## config.mk

```make
export PLATFORM = sky130hd
export DESIGN_NAME = dma_byte_counter
export DESIGN_NICKNAME = d
export VERILOG_FILES = /design/src/rtl/dbc_pkg.sv /design/src/rtl/dbc_load_sel.sv /design/src/rtl/dbc_dec_unit.sv /design/src/rtl/dbc_flag_gen.sv /design/src/rtl/dma_byte_counter.sv
export SDC_FILE = /design/constraint.sdc
export NUM_CORES = 1
export LEC_CHECK = 0
export ABC_AREA = 1
export BUFFER_PORTS_ARGS = -buffer_cell sky130_fd_sc_hd__buf_2
export CAP_MARGIN = 40
export CELL_PAD_IN_SITES_DETAIL_PLACEMENT = 0
export CELL_PAD_IN_SITES_GLOBAL_PLACEMENT = 2
export CORE_MARGIN = 4
export CORE_UTILIZATION = 22
export DETAILED_ROUTE_END_ITERATION = 6
export HOLD_SLACK_MARGIN = 0.02
export PLACE_DENSITY = 0.78
export SLEW_MARGIN = 10
export SYNTH_ARGS = -nofsm -noshare
export SYNTH_HDL_FRONTEND = slang
export SYNTH_HIERARCHICAL = 1
export SYNTH_SLANG_ARGS = --single-unit
```

## constraint.sdc

```tcl
create_clock -name clk -period 2.35 [get_ports clk]
set_clock_uncertainty 0.15 [all_clocks]
set_input_delay 0.1175 -clock clk [delete_from_list [all_inputs] [get_ports clk]]
set_output_delay 0.1175 -clock clk [all_outputs]
set_load 0.01 [all_outputs]
```

## src/rtl/dbc_pkg.sv

```systemverilog
package dbc_pkg;
  typedef enum logic [1:0] {
    SRC_NONE  = 2'd0,
    SRC_HOST  = 2'd1,
    SRC_TBL   = 2'd2,
    SRC_FETCH = 2'd3
  } ld_src_e;
endpackage

```

## src/rtl/dbc_load_sel.sv

```systemverilog
module dbc_load_sel
  import dbc_pkg::*;
#(
  parameter int CNT_W  = 24,
  parameter int NBYTES = CNT_W / 8
) (
  input  logic              fetch_ld,
  input  logic [CNT_W-1:0]  fetch_low,
  input  logic              tbl_ld,
  input  logic [CNT_W-1:0]  tbl_offset,
  input  logic              host_wr,
  input  logic [NBYTES-1:0] host_be,
  input  logic [CNT_W-1:0]  host_wdata,
  input  logic [CNT_W-1:0]  cur,
  output ld_src_e           ld_src,
  output logic [CNT_W-1:0]  ld_val
);
  logic [CNT_W-1:0] host_merged;

  // per-byte merge of host data into the live count
  for (genvar k = 0; k < NBYTES; k++) begin : g_byte
    assign host_merged[8*k +: 8] = host_be[k] ? host_wdata[8*k +: 8] : cur[8*k +: 8];
  end

  always_comb begin
    ld_src = SRC_NONE;
    ld_val = cur;
    if (fetch_ld) begin
      ld_src = SRC_FETCH;
      ld_val = fetch_low;
    end else if (tbl_ld) begin
      ld_src = SRC_TBL;
      ld_val = tbl_offset;
    end else if (host_wr) begin
      ld_src = SRC_HOST;
      ld_val = host_merged;
    end
  end
endmodule

```

## src/rtl/dbc_dec_unit.sv

```systemverilog
module dbc_dec_unit #(
  parameter int CNT_W  = 24,
  parameter int BEAT_W = 4
) (
  input  logic              dir_send,
  input  logic              fill_beat,
  input  logic              wr_beat,
  input  logic [BEAT_W-1:0] beat_bytes,
  input  logic [CNT_W-1:0]  cur,
  output logic              dec_fire,
  output logic [CNT_W-1:0]  dec_val,
  output logic              dec_under,
  output logic              dec_to_zero
);
  // returns {underflow, saturated result}
  function automatic logic [CNT_W:0] f_sub_sat(input logic [CNT_W-1:0] a,
                                               input logic [BEAT_W-1:0] b);
    logic [CNT_W-1:0] bw;
    bw = CNT_W'(b);
    if (bw > a) return {1'b1, {CNT_W{1'b0}}};
    return {1'b0, a - bw};
  endfunction

  logic [CNT_W:0] sub_res;

  assign dec_fire    = dir_send ? fill_beat : wr_beat;
  assign sub_res     = f_sub_sat(cur, beat_bytes);
  assign dec_under   = dec_fire && sub_res[CNT_W];
  assign dec_val     = sub_res[CNT_W-1:0];
  assign dec_to_zero = dec_fire && !sub_res[CNT_W] && (cur != '0) && (sub_res[CNT_W-1:0] == '0);
endmodule

```

## src/rtl/dbc_flag_gen.sv

```systemverilog
module dbc_flag_gen
  import dbc_pkg::*;
(
  input  logic    clk,
  input  logic    rst_n,
  input  ld_src_e ld_src,
  input  logic    fetch_bmov,
  input  logic    ld_zero,
  input  logic    target_mode,
  input  logic    cmd_phase,
  input  logic    dec_fire,
  input  logic    dec_under,
  input  logic    dec_to_zero,
  output logic    done,
  output logic    illegal_op,
  output logic    underflow_err,
  output logic    bmov_active
);
  logic exempt;
  assign exempt = target_mode && cmd_phase;

  always_ff @(posedge clk) begin
    if (!rst_n) begin
      done          <= 1'b0;
      illegal_op    <= 1'b0;
      underflow_err <= 1'b0;
      bmov_active   <= 1'b0;
    end else begin
      done       <= 1'b0;
      illegal_op <= 1'b0;
      if (ld_src == SRC_FETCH) begin
        bmov_active <= fetch_bmov && !ld_zero;
        illegal_op  <= fetch_bmov && ld_zero && !exempt;
      end else if (ld_src != SRC_NONE) begin
        bmov_active <= 1'b0;
      end else if (dec_fire) begin
        done <= bmov_active && dec_to_zero;
        if (dec_to_zero || dec_under) bmov_active <= 1'b0;
        if (dec_under) underflow_err <= 1'b1;
      end
    end
  end

  assert_err_sticky_R8: assert property (@(posedge clk) disable iff (!rst_n)
    underflow_err |=> underflow_err);
  assert_illegal_exempt_R10: assert property (@(posedge clk) disable iff (!rst_n)
    (ld_src == SRC_FETCH && exempt) |=> !illegal_op);
  assert_done_single_R9: assert property (@(posedge clk) disable iff (!rst_n)
    done |=> !done);
endmodule

```

## src/rtl/dma_byte_counter.sv

```systemverilog
module dma_byte_counter
  import dbc_pkg::*;
#(
  parameter int CNT_W    = 24,
  parameter int HOST_W   = 32,
  parameter int MAX_BEAT = 8,
  parameter int BEAT_W   = $clog2(MAX_BEAT + 1),
  parameter int NBYTES   = CNT_W / 8
) (
  input  logic              clk,
  input  logic              rst_n,
  input  logic              host_wr,
  input  logic [NBYTES-1:0] host_be,
  input  logic [CNT_W-1:0]  host_wdata,
  output logic [HOST_W-1:0] host_rdata,
  input  logic              fetch_ld,
  input  logic [CNT_W-1:0]  fetch_low,
  input  logic              fetch_bmov,
  input  logic              tbl_ld,
  input  logic [CNT_W-1:0]  tbl_offset,
  input  logic              dir_send,
  input  logic              fill_beat,
  input  logic              wr_beat,
  input  logic [BEAT_W-1:0] beat_bytes,
  input  logic              target_mode,
  input  logic              cmd_phase,
  output logic [CNT_W-1:0]  count,
  output logic              done,
  output logic              illegal_op,
  output logic              underflow_err
);
  localparam int PAD_W = HOST_W - CNT_W;

  ld_src_e          ld_src;
  logic [CNT_W-1:0] ld_val;
  logic             dec_fire, dec_under, dec_to_zero;
  logic [CNT_W-1:0] dec_val;
  logic             bmov_active;
  logic             ld_any;

  dbc_load_sel #(.CNT_W(CNT_W), .NBYTES(NBYTES)) u_ld (
    .fetch_ld(fetch_ld), .fetch_low(fetch_low),
    .tbl_ld(tbl_ld), .tbl_offset(tbl_offset),
    .host_wr(host_wr), .host_be(host_be), .host_wdata(host_wdata),
    .cur(count), .ld_src(ld_src), .ld_val(ld_val)
  );

  dbc_dec_unit #(.CNT_W(CNT_W), .BEAT_W(BEAT_W)) u_dec (
    .dir_send(dir_send), .fill_beat(fill_beat), .wr_beat(wr_beat),
    .beat_bytes(beat_bytes), .cur(count),
    .dec_fire(dec_fire), .dec_val(dec_val),
    .dec_under(dec_under), .dec_to_zero(dec_to_zero)
  );

  dbc_flag_gen u_flg (
    .clk(clk), .rst_n(rst_n), .ld_src(ld_src), .fetch_bmov(fetch_bmov),
    .ld_zero(ld_val == '0), .target_mode(target_mode), .cmd_phase(cmd_phase),
    .dec_fire(dec_fire), .dec_under(dec_under), .dec_to_zero(dec_to_zero),
    .done(done), .illegal_op(illegal_op), .underflow_err(underflow_err),
    .bmov_active(bmov_active)
  );

  assign ld_any = (ld_src != SRC_NONE);

  always_ff @(posedge clk) begin
    if (!rst_n)        count <= '0;
    else if (ld_any)   count <= ld_val;
    else if (dec_fire) count <= dec_val;
  end

  assign host_rdata = {{PAD_W{1'b0}}, count};

  assert_fetch_load_R3: assert property (@(posedge clk) disable iff (!rst_n)
    fetch_ld |=> count == $past(fetch_low));
  assert_tbl_over_host_R5: assert property (@(posedge clk) disable iff (!rst_n)
    (tbl_ld && !fetch_ld) |=> count == $past(tbl_offset));
  assert_dec_step_R7: assert property (@(posedge clk) disable iff (!rst_n)
    (!ld_any && dec_fire && !dec_under) |=> count == $past(count) - CNT_W'($past(beat_bytes)));
  assert_no_wrap_R8: assert property (@(posedge clk) disable iff (!rst_n)
    (!ld_any && dec_under) |=> (count == '0) && underflow_err);
  assert_done_at_zero_R9: assert property (@(posedge clk) disable iff (!rst_n)
    done |-> count == '0);
  assert_illegal_zero_R10: assert property (@(posedge clk) disable iff (!rst_n)
    illegal_op |-> count == '0);
endmodule

```

; ---- Word level (Yosys, flattened, before mapping)
; Cells that the tools add are included.
[classes]
n_bitwise = 4
n_reduce_logical = 24
n_addsub = 1
mul = 0
n_mux = 19
div_mod_pow = 0
shift = 0
n_lt_le_gt_ge = 1
n_eq_ne = 1
[ops]
columns = cell, count
row1 = 24-bit two-way mux, 5
row2 = 25-bit two-way mux, 2
row3 = 24-bit logical NOT, 2
row4 = 4-bit by 24-bit greater-than comparator with 1-bit output, 1
row5 = 8-bit two-way mux, 3
row6 = 24-bit nonzero test, 1
row7 = 24-bit by 4-bit subtractor with 24-bit output, 1
row8 = 1-bit logical AND, 9
row9 = 1-bit two-way mux, 7
row10 = 3-bit nonzero test, 2
row11 = 2-bit two-way mux, 2
row12 = 1-bit inverter, 4
row13 = 2-bit AND reduction, 2
row14 = 4-bit AND reduction, 1
row15 = 2-bit nonzero test, 2
row16 = 4-bit OR reduction, 1
row17 = 1-bit logical NOT, 3
row18 = 2-bit == test (second input constant), 1
row19 = 1-bit logical OR, 1
[word_totals]
output_inout_bits = 59
mem_bits_rw = 0
reg_bits = 28
latch_bits = 0
romBits = 0
elab_cells = 55
memories = 0

; ---- Longest topological paths before layout
[logic_depth]
word_depth = 12
mapped_depth = 19
ltp_nobuf = 19

; ---- Hierarchy
; Netlist, hierarchy kept.
[by_module_without_submodules]
columns = mod, cells_each, area_each_um2, n_inst
row1 = dma_byte_counter, 266, 1800.5, 1
row2 = dbc_dec_unit, 269, 1290.0, 1
row3 = dbc_load_sel, 288, 1255.0, 1
row4 = dbc_flag_gen, 28, 187.7, 1

; ---- Worst setup path after synthesis
; OpenSTA, ideal clock, no wires.
[synth_timing]
path_kind = reg-to-reg
startpoint = register count[0]
endpoint = register u_flg.bmov_active
arrival_time_ns = 2.155
stages_incl_launch_ff = 18
t_required_ns = 2.088
n_path_buf = 0
period_less_slack_ns = 2.417
slack_ns = -0.067
path_cell_list = dfxtp_1 -> inv_1 -> ha_1 -> fa_1 -> inv_1 -> nand2_1 -> nand2_1 -> nand2_2 -> nand2_2 -> o21ai_0 -> nand2_1 -> nand3_1 -> nor2_1 -> nand3_1 -> nor2_1 -> o21ai_0 -> nand2_1 -> nand2_1
[synth_between]
elab_chain_cells = 10
word_cells_on_any_way = 22
cone_classes = 1 x add/sub / 1 x order compare / 7 x mux / 13 x reduce/logical
[synth_lines]
columns = item, line
row1 = from (decl), dma_byte_counter.sv:27  ; output logic [CNT_W-1:0] count,
row2 = from (signal assigned), dma_byte_counter.sv:67  ; else if (ld_any) count <= ld_val;
row3 = from (signal assigned), dma_byte_counter.sv:68  ; else if (dec_fire) count <= dec_val;
row4 = "parallel branches: the longest is 6 deep, another holds 4-bit by 24-bit greater-than comparator with 1-bit output", --
row5 = 1-bit logical AND *, dbc_dec_unit.sv:30  ; assign dec_to_zero = dec_fire && !sub_res[CNT_W] && (cur != '0) && (sub_res[CNT_W-1:0] == '0);
row6 = net dec_to_zero, dma_byte_counter.sv:36  ; logic dec_fire, dec_under, dec_to_zero;
row7 = 1-bit logical OR *, dbc_flag_gen.sv:38  ; if (dec_to_zero || dec_under) bmov_active <= 1'b0;
row8 = 3-bit nonzero test (no source line) *, --
row9 = 2-bit AND reduction (no source line) *, --
row10 = to (signal assigned), dbc_flag_gen.sv:32  ; bmov_active <= fetch_bmov && !ld_zero;
row11 = to (decl), dbc_flag_gen.sv:17  ; output logic bmov_active
; Mark *: on every way through the listed nets, which the timed path passes.
; A chain may end at the register's enable or synchronous reset.

; ---- Worst setup path in the final report
; Ends and elaborated chain as after synthesis.

==> results.ini <==
[clock_tree]
clk_path_buf_depth = 2
cts_tree = built
clk_latency_ps = 270
cts_made_buffers = 3
clk_pin_slew_worst_paths_ps = 70
cts-root-buf = clkbuf_16
cts_sinks = 28
htreeDepth = 1

[critical_path]
critical_path_required_ps = 2370
r2r_end = u_flg/bmov_active$_SDFFE_PN0P_
crit_arrival_ps = 2430
r2r_start = count[0]$_SDFFE_PN0P_
path_class = register to register
worstSetupEndpointType = register
rrSetupSlack_ps = -60
crit_fanout = 5
worst_setup_path_start_kind = register
reg2regPathDepth = 17

[timing]
hold_viol_final = 0
fin_hold_ws_ps = 235
final.setup.worst_slack_ps = -58.0
finalSetupTns_ps = -88.7
setup_violations = 2
rsz0062_at_grt = yes
fin_crit_sh = 1.02
relSlewSlack = 0.563
layout_min_cycle_time_ps = 2410
tightest_slew_ps = 654
finalMaxSlewViolations = 0
clock.fmax_ghz = 0.415

[job]
cap_violations = 0

[die]
std_cell_rows = 52
core_area_um2 = 20200
die_h_um = 152
initial_utilization = 0.224
die_area_um2 = 23000
ioPinCount = 149
die_w_um = 152

[detailed_routing]
routed_via_density = 3.98
drc = 0
first_pass_iters = 5
wl_mm = 16.6
wire_per_inst_um = 12.8
final_antenna_net_count = 0
vias = 5171
drt_iter0_drc = 248

[power]
total_power_mw = 2.52
p_leak_nw = 3.59
powerDensity_nw_per_um2 = 403
ir_drop_mv = 0.269

[logic_synthesis]
yosysSeqAreaShare = 0.124
synth_top_area_frac = 0.233
synth.area.top_cells = nand2_1, inv_1, dfxtp_1
yosysWarnings = 6
yosys.cell_types.count = 37
avgSynthCellArea_um2 = 5.33
synthCells = 851
syn-cell-area_um2 = 4530
yosysTopAreaCell = nand2_1
ys_seq_elements = 28

[status]
violations = negative setup slack
status = finished with violations

[final_layout]
utilization = 0.309
syn_to_final_growth_pct = 37.9
fin_nets = 1126
antenna_cells = 0
layoutNonFillerInstCount = 1300
drive_above_1_share = 0.348

[grt]
antenna_found_initial = 0
grt_pass1_wl_mm = 25.7
grt_max_degree = 49
grt_overflow = 0
grt_pass1_vias = 4922
grt.total_usage = 0.141

[worst_hold_path]
min_from = beat_bytes[0]
min-delay-path-class = input port to register
holdPathStages = 7
min_to = count[0]$_SDFFE_PN0P_

[place]
placed_cells = 1282
gp_congestion = 0.829
io_buffers = 140
dpl.hpwl_mm = 13.9

[power by group]
group	switching, mW	internal [mW]	total (mW)
sequential	0.0409	0.512	0.553
combinational	0.861	0.589	1.45
clock	0.177	0.340	0.517
[kinds of logic after synthesis]
kind of cell,synth area share
and+or+nand+nor,0.544
buffers and inverters,0.250
AOI/OAI and AO/OA,0.0640
DFF,0.124
adders and majority gates,0.0155
xor gates and xnor gates,0.00193
other,0.000827
[layout by cell type (no fill, tap or decap), types with 4 or more instances in the layout]
cell type	instances
nand2_1	271
inv_1	163
buf_2	140
nor2_1	97
buf_4	77
nand3_1	75
nand3_2	35
dfxtp_1	26
a21oi_2	23
nor2_2	21
nand2_2	9
nor2_4	8
conb_1	8
a21oi_1	7
nand3_4	6
buf_6	6
nand4_1	5
inv_2	5
nand2_4	5
dlygate4sd3_1	4
buf_12	4
[repair_timing]
item,in CTS,in global routing
resized for setup,22,47
cloned,1,0
buffers inserted,5,4
pin swaps,11,25
endpoints found under the hold margin,3,0
setup endpoints to repair,16,17
hold buffers,4,0
[worst max-delay path, cell delays in order, from the launching register on]
cell,delay (ps)
dfxtp_2,330
inv_2,40
ha_4,150
fa_2,340
inv_2,100
nand2_2,60
nand2_2,90
nand2_4,100
nand2_8,110
a21oi_1,70
nor2_1,130
nand2_2,60
nor2_2,130
nand3_2,120
nor2_2,140
o21ai_1,70
nand2_1,90
nand2_1,40
[Yosys cell counts, drive strengths merged]
library cell / instances
o21ai: 5
nand4: 5
nor2: 127
buf: 63
ha: 4
fa: 1
a21oi: 30
clkinv: 2
nand3: 115
dfxtp: 28
nand2: 286
clkbuf: 1
o21bai: 4
conb: 1
a31oi: 1
xor2: 1
nor3b: 1
inv: 168
or2: 2
nand3b: 2
nor3: 4
[flip-flops by register name, indices dropped and copies added (netlist names)]
name	cells
u_flg/bmov_active	1
u_flg/underflow_err	1
count	24
u_flg/illegal_op	1
u_flg/done	1
[cell type report]
type | instances | area (um^2)
repair buffers | 231 | 1470
clock buffers | 3 | 75.1
multi-input cells | 597 | 3140
inverters | 170 | 643
clock inverters | 1 | 30.0
fillers | 2332 | 14000
flip-flops and latches | 28 | 563
well taps | 270 | 338
[worst max-delay path by stage]
| stage | from | end | slack [ps] |
|---|---|---|---|
| 4_1_cts | count[0]$_SDFFE_PN0P_ | u_flg/bmov_active$_SDFFE_PN0P_ | -120 |
| 5_1_grt | count[0]$_SDFFE_PN0P_ | u_flg/bmov_active$_SDFFE_PN0P_ | -230 |
| 3_3_place_gp | count[0]$_SDFFE_PN0P_ | u_flg/bmov_active$_SDFFE_PN0P_ | -270 |
| 2_1_floorplan | count[0]$_SDFFE_PN0P_ | u_flg/bmov_active$_SDFFE_PN0P_ | 9 |
| 3_5_place_dp | count[0]$_SDFFE_PN0P_ | u_flg/done$_SDFF_PP0_ | -350 |
| 6_report | count[0]$_SDFFE_PN0P_ | u_flg/bmov_active$_SDFFE_PN0P_ | -60 |
[metrics by stage]
stage / setup slack [ps] / instance area, um^2
finish: -58.0 / 6250
CTS: -118 / 6020
global placement: -266 / 5740
detailed placement: -346 / 5740
floorplan: 9.14 / 4560
global route: -228 / 6250
[metal layers]
| metal | routed length, um | share of wire | vias to the layer above | global-route usage |
|---|---|---|---|---|
| met1 | 8610 | 0.52 | 2189 | 0.209 |
| met5 | 0 | 0 | - | 0 |
| met2 | 7140 | 0.43 | 114 | 0.224 |
| met4 | 110 | 0.0066 | 0 | 0.0238 |
| li1 | - | - | 2863 | - |
| met3 | 782 | 0.047 | 5 | 0.0128 |
Note: power is estimated with default switching activity, not from simulation.
